`config.mk`:
```
export PLATFORM = sky130hd
export DESIGN_NAME = dbg2w_master
export DESIGN_NICKNAME = d
export VERILOG_FILES = /design/src/rtl/dbg2w_pkg.sv /design/src/rtl/dbg2w_tick.sv /design/src/rtl/dbg2w_rxshift.sv /design/src/rtl/dbg2w_master.sv
export SDC_FILE = /design/constraint.sdc
export NUM_CORES = 1
export LEC_CHECK = 0
export CELL_PAD_IN_SITES_DETAIL_PLACEMENT = 0
export CELL_PAD_IN_SITES_GLOBAL_PLACEMENT = 1
export CORE_ASPECT_RATIO = 0.9
export CORE_UTILIZATION = 48
export DETAILED_ROUTE_END_ITERATION = 10
export DONT_BUFFER_PORTS = 1
export HOLD_SLACK_MARGIN = 0.15
export PLACE_DENSITY = 0.84
export SYNTH_ARGS = -nofsm -noshare
export SYNTH_HDL_FRONTEND = slang
export SYNTH_SLANG_ARGS = --single-unit
export TNS_END_PERCENT = 1
```
`constraint.sdc`:
```
create_clock -name clk -period 3.6 [get_ports clk]
set_clock_uncertainty 0.1 [all_clocks]
set_input_delay 0.54 -clock clk [delete_from_list [all_inputs] [get_ports clk]]
set_output_delay 0.54 -clock clk [all_outputs]
set_load 0.02 [all_outputs]
```
`src/rtl/dbg2w_pkg.sv`:
```
package dbg2w_pkg;

  typedef enum logic [1:0] {
    OP_ENTER = 2'b00,
    OP_WRITE = 2'b01,
    OP_XFER  = 2'b10,
    OP_EXIT  = 2'b11
  } dbg_op_e;

  typedef struct packed {
    logic clk;
    logic rst_n;
    logic oe;
    logic dat;
  } pins_t;

  localparam pins_t PINS_IDLE = '{clk: 1'b1, rst_n: 1'b1, oe: 1'b1, dat: 1'b1};

  localparam int ENTER_HALVES = 5;
  localparam int EXIT_HALVES  = 2;
  localparam int BIT_HALVES   = 2;
  localparam int BYTE_HALVES  = 16;

endpackage

```
`src/rtl/dbg2w_tick.sv`:
```
module dbg2w_tick #(
  parameter int DIV_W = 8
) (
  input  logic             clk,
  input  logic             rst,
  input  logic             start,
  input  logic             run,
  input  logic [DIV_W-1:0] hp,
  output logic             half_end
);

  logic [DIV_W-1:0] cnt_q;
  logic [DIV_W-1:0] lim_q;

  assign half_end = run && (cnt_q == lim_q - 1'b1);

  always_ff @(posedge clk) begin
    if (rst) begin
      cnt_q <= '0;
      lim_q <= DIV_W'(1);
    end else if (start) begin
      cnt_q <= '0;
      lim_q <= (hp == '0) ? DIV_W'(1) : hp;
    end else if (run) begin
      cnt_q <= half_end ? '0 : cnt_q + 1'b1;
    end
  end

endmodule

```
`src/rtl/dbg2w_rxshift.sv`:
```
module dbg2w_rxshift #(
  parameter int W = 8
) (
  input  logic         clk,
  input  logic         rst,
  input  logic         shift_en,
  input  logic         bit_in,
  output logic [W-1:0] q
);

  always_ff @(posedge clk) begin
    if (rst)           q <= '0;
    else if (shift_en) q <= {q[W-2:0], bit_in};
  end

endmodule

```
`src/rtl/dbg2w_master.sv`:
```
module dbg2w_master
  import dbg2w_pkg::*;
#(
  parameter  int MAX_BYTES = 4,
  parameter  int DIV_W     = 8,
  localparam int LEN_W     = $clog2(MAX_BYTES + 1),
  localparam int DATA_W    = 8 * MAX_BYTES
) (
  input  logic              clk,
  input  logic              rst,
  input  logic [DIV_W-1:0]  half_period,
  input  logic              req_valid,
  input  logic [1:0]        req_op,
  input  logic [LEN_W-1:0]  req_len,
  input  logic [DATA_W-1:0] req_data,
  output logic              busy,
  output logic              done,
  output logic [7:0]        rx_byte,
  output logic              dbg_clk,
  output logic              dbg_rst_n,
  output logic              dbg_dat_o,
  output logic              dbg_dat_oe,
  input  logic              dbg_dat_i
);

  localparam int MAX_HALVES = BYTE_HALVES * (MAX_BYTES + 1) + 1;
  localparam int IDX_W      = $clog2(MAX_HALVES + 1);

  logic [1:0]        op_q;
  logic [LEN_W-1:0]  len_q;
  logic [DATA_W-1:0] data_q;
  logic [IDX_W-1:0]  idx_q;
  logic [IDX_W-1:0]  last_q;
  pins_t             pins_q;
  logic              start;
  logic              half_end;
  logic              rx_shift;
  logic [7:0]        rx_q;
  logic [LEN_W-1:0]  len_eff;

  function automatic pins_t pins_for(input logic [1:0] op, input logic [LEN_W-1:0] n,
                                     input logic [DATA_W-1:0] d, input logic [IDX_W-1:0] h);
    pins_t p;
    int    nb, k, b, pos;
    p = PINS_IDLE;
    case (dbg_op_e'(op))
      OP_ENTER: begin
        p.rst_n = 1'b0;
        p.clk   = ~h[0];
      end
      OP_EXIT: p.rst_n = 1'b0;
      default: begin
        nb = int'(n) + ((dbg_op_e'(op) == OP_XFER) ? 1 : 0);
        k  = int'(h) / BYTE_HALVES;
        b  = (int'(h) / BIT_HALVES) % 8;
        if (int'(h) == BYTE_HALVES * nb) begin
          p.clk = 1'b0;
          p.oe  = (dbg_op_e'(op) != OP_XFER);
        end else begin
          p.clk = h[0];
          if (dbg_op_e'(op) == OP_XFER && k == int'(n)) begin
            p.oe = 1'b0;
          end else begin
            pos   = k * 8 + 7 - b;
            p.dat = (pos < DATA_W) ? d[pos] : 1'b1;
          end
        end
      end
    endcase
    return p;
  endfunction

  function automatic logic [IDX_W-1:0] last_for(input logic [1:0] op, input logic [LEN_W-1:0] n);
    int tot;
    case (dbg_op_e'(op))
      OP_ENTER: tot = ENTER_HALVES;
      OP_EXIT:  tot = EXIT_HALVES;
      OP_XFER:  tot = BYTE_HALVES * (int'(n) + 1) + 1;
      default:  tot = BYTE_HALVES * int'(n) + 1;
    endcase
    return IDX_W'(tot - 1);
  endfunction

  assign start   = req_valid && !busy;
  assign len_eff = (int'(req_len) > MAX_BYTES) ? LEN_W'(MAX_BYTES) : req_len;

  assign rx_shift = busy && half_end && (dbg_op_e'(op_q) == OP_XFER) && idx_q[0] &&
                    (int'(idx_q) / BYTE_HALVES == int'(len_q));

  dbg2w_tick #(.DIV_W(DIV_W)) i_tick (
    .clk      (clk),
    .rst      (rst),
    .start    (start),
    .run      (busy),
    .hp       (half_period),
    .half_end (half_end)
  );

  dbg2w_rxshift #(.W(8)) i_rx (
    .clk      (clk),
    .rst      (rst),
    .shift_en (rx_shift),
    .bit_in   (dbg_dat_i),
    .q        (rx_q)
  );

  always_ff @(posedge clk) begin
    if (rst) begin
      busy    <= 1'b0;
      done    <= 1'b0;
      rx_byte <= '0;
      op_q    <= '0;
      len_q   <= '0;
      data_q  <= '0;
      idx_q   <= '0;
      last_q  <= '0;
      pins_q  <= PINS_IDLE;
    end else begin
      done <= 1'b0;
      if (start) begin
        busy   <= 1'b1;
        op_q   <= req_op;
        len_q  <= len_eff;
        data_q <= req_data;
        idx_q  <= '0;
        last_q <= last_for(req_op, len_eff);
        pins_q <= pins_for(req_op, len_eff, req_data, '0);
      end else if (busy && half_end) begin
        if (idx_q == last_q) begin
          busy   <= 1'b0;
          done   <= 1'b1;
          pins_q <= PINS_IDLE;
          if (dbg_op_e'(op_q) == OP_XFER) rx_byte <= rx_q;
        end else begin
          idx_q  <= idx_q + 1'b1;
          pins_q <= pins_for(op_q, len_q, data_q, idx_q + 1'b1);
        end
      end
    end
  end

  assign dbg_clk    = pins_q.clk;
  assign dbg_rst_n  = pins_q.rst_n;
  assign dbg_dat_o  = pins_q.dat;
  assign dbg_dat_oe = pins_q.oe;

endmodule

```
==> impl_results.md <==
- Drt pass-1 iters: 4
- Worst Path Buf+Inv: 0
- 1st-iter DRT viols: 207
- Max-slew violations: 0
- Finish-stage setup viols: 0
- Asr flop ratio synth: 0
- Port buffer count: 0
- Worst R2R End: dbg_dat_o$_SDFFE_PP1P_
- Critical path peak fanout: 9
- Ratio of total power to cell area: 433 nW/um^2
- Startpoint types: register
- Relative slew slack: 0.214
- Nets: 603
- Vias: 3,746
- Clock Path Buffers: 2
- Fin crit share: 0.915
- Antenna viol nets, final: 0
- Die Y: 95.3 um
- Ports: 63
- Crit path to: dbg_dat_o$_SDFFE_PP1P_
- Cell family with most CP delay: XOR/XNOR gates
- Worst Tran Pin Value: 1.17 ns
- Clk sinks: 88
- Final min period: 3.29 ns
- Final TNS setup: 0 ns
- Final instance area: 4990 sq um
- Setup bufs post-CTS: 0
- Core ar.: 9250 sq um
- Max_cap viols: 0
- Area growth syn-to-layout: 7.55%
- Pre-CTS setup slack: 0.256 ns
- DRC: 0
- Post-DP HPWL: 7.25 mm
- Vias in the first global route: 3,333
- Max Freq: 304 MHz
- Final core occ: 0.540
- Cell Area, Synth: 4640 sq um
- Die width: 106 um
- Critical path capture point type: register
- FP Rows: 33
- Most common cell after layout, fill and taps aside: nand2_1
- Cell depth of the worst flop-to-flop path: 7
- CTS-repair resized insts: 0
- Initial core utilization: 0.502
- Critical Path Max Stage Delay: 0.95 ns
- Most frequent cells in the layout: nand2_1, dfxtp_1, a21oi_1
- Final hold slack: 0.195 ns
- Number of placed cells counting well taps: 640
- TritonCTS Buffers: 9
- Share of post-route cells with drive strength above 1: 0.0759
- Post-synth net total: 616
- Number of synthesized register bits: 88
- Clock Tree Root: clkbuf_8
- Worst-path clk slew: 0.10 ns
- Unrepaired setup endpoints after global routing: false
- EDFF count, synth: 0
- Main synth FF type: dfxtp_1
- GRT overflow: 0
- Crit-path cells: ha_1, xnor2_1, mux4_2, a211oi_1, nand4_1, a211o_2, o2bb2ai_1
- Cell variety after synth: 61
- Register area share after synthesis: 0.380
- CP Class: register to register
- Clock latency at the later pin of the worst-skew pair: 0.35 ns
- Worst Slack Setup Final: 0.305 ns
- Critical path origin: idx_q[1]$_SDFFE_PP0P_
- Worst min path class: input pin to register
- R2r setup slk: 0.31 ns
- R2R Path Start: idx_q[1]$_SDFFE_PP0P_
- # H-tree levels: 3
- CTS tree: done
- Placed cell area: 4670 sq um
- CP required: 3.75 ns
- Largest net degree at the start of global routing: 53
- WL/cell: 16.5 um
- Diodes inserted: 0
- Total Wirelength: 10.9 mm
- Hold_buf cts: 6
- Pleak: 2.01 nW
- Syn_area_per_cell: 8.46 sq um
- Initial antenna violation count: 0
- Syn Inst Count: 549
- Max rail drop VDD: 0.000215 V
- GP Congestion: 0.848
- Die ar.: 10,100 sq um
- Crit path DAT: 3.44 ns
- Power, Total: 2.16 mW
- CP Depth: 7
- Status: finished clean
- Yosys warns: 0
- Post-route non-filler standard cell count: 662
- CP max-delay cell: xnor2_1
- Final hold vios: 0
- Vias per cell: 5.66
- Global Route Usage Sum: 0.222
- Wire length of the first global-routing pass: 17.2 mm
[worst reg2reg max path: cells and delay by family, from the launching register on]
kind / cells / cell delay (ns)
XOR/XNOR: 1 / 0.95
flip-flops: 1 / 0.36
AO/OA/AOI/OAI: 3 / 0.70
AND/OR/NAND/NOR: 1 / 0.14
adder cells (fa/ha/maj): 1 / 0.31
multiplexers: 1 / 0.63
[worst min-delay path by stage]
stage	to	from	depth (start not counted)	slack (ns)
after floorplan	data_q[19]$_SDFFE_PP0P_	data_q[19]$_SDFFE_PP0P_	2	0.33
after global placement	data_q[31]$_SDFFE_PP0P_	data_q[31]$_SDFFE_PP0P_	2	0.34
after detailed placement	data_q[26]$_SDFFE_PP0P_	data_q[26]$_SDFFE_PP0P_	2	0.34
after CTS	busy$_SDFFE_PP0P_	rst	1	0.16
after global routing	i_tick.lim_q[0]$_SDFFE_PP1P_	rst	1	0.17
final	i_tick.lim_q[0]$_SDFFE_PP1P_	rst	1	0.20
[Yosys cell counts, types with 3 or more instances]
| master | instances | area, sq um |
|---|---|---|
| xor2_1 | 16 | 140 |
| nand4_2 | 3 | 37.5 |
| a21oi_1 | 63 | 315 |
| o21ai_0 | 13 | 65.1 |
| nor3_1 | 8 | 40.0 |
| nor4_1 | 3 | 18.8 |
| nor2b_1 | 6 | 37.5 |
| a31oi_1 | 5 | 31.3 |
| nand3b_1 | 3 | 22.5 |
| mux2i_1 | 19 | 190 |
| nand2_1 | 115 | 432 |
| or3_1 | 4 | 25.0 |
| ha_1 | 18 | 225 |
| xnor3_1 | 3 | 67.6 |
| clkbuf_1 | 20 | 75.1 |
| inv_1 | 16 | 60.1 |
| nand3_1 | 6 | 30.0 |
| buf_1 | 8 | 30.0 |
| and3_1 | 3 | 18.8 |
| buf_4 | 3 | 22.5 |
| a211oi_1 | 3 | 22.5 |
| mux4_2 | 5 | 113 |
| nand4_1 | 9 | 56.3 |
| dfxtp_1 | 88 | 1760 |
| nor2_1 | 42 | 158 |
| mux4_1 | 3 | 78.8 |
| xnor2_1 | 20 | 175 |
[routing by layer]
| metal | track usage | routed length (um) | part of all wire | up-vias |
|---|---|---|---|---|
| met5 | 0 | 0 | 0 | - |
| met4 | 0.0579 | 176 | 0.016 | 0 |
| met3 | 0.0533 | 648 | 0.059 | 12 |
| met2 | 0.335 | 4880 | 0.45 | 93 |
| met1 | 0.317 | 5220 | 0.48 | 1773 |
| li1 | - | - | - | 1868 |
[sequential cells by signal (all words and copies together) (netlist names), 2 cells and up]
name	count
data_q	32
i_rx.q	8
i_tick.cnt_q	8
i_tick.lim_q	8
rx_byte	8
idx_q	7
last_q	6
len_q	3
op_q	2
[report_power, final]
group	internal, mW	switching [mW]
clock	0.464	0.367
sequential	1.02	0.0524
combinational	0.101	0.158
[cell families after synthesis]
group	count (synthesis)	synth area share
flops	88	0.380
mux	28	0.0846
simple gates	219	0.224
fa+ha+maj	18	0.0485
compound gates	106	0.133
buf+inv	51	0.0474
xor+xnor	39	0.0825
[layout make-up]
type	instances	area [sq um]
clock buffer	9	124
clock inverter	6	116
fill	883	4260
inverter	16	60.1
multi-input combinational	410	2670
sequential	88	1760
tap	122	153
timing repair buffer	11	110
No activity file was read; power rests on OpenSTA's default activity.
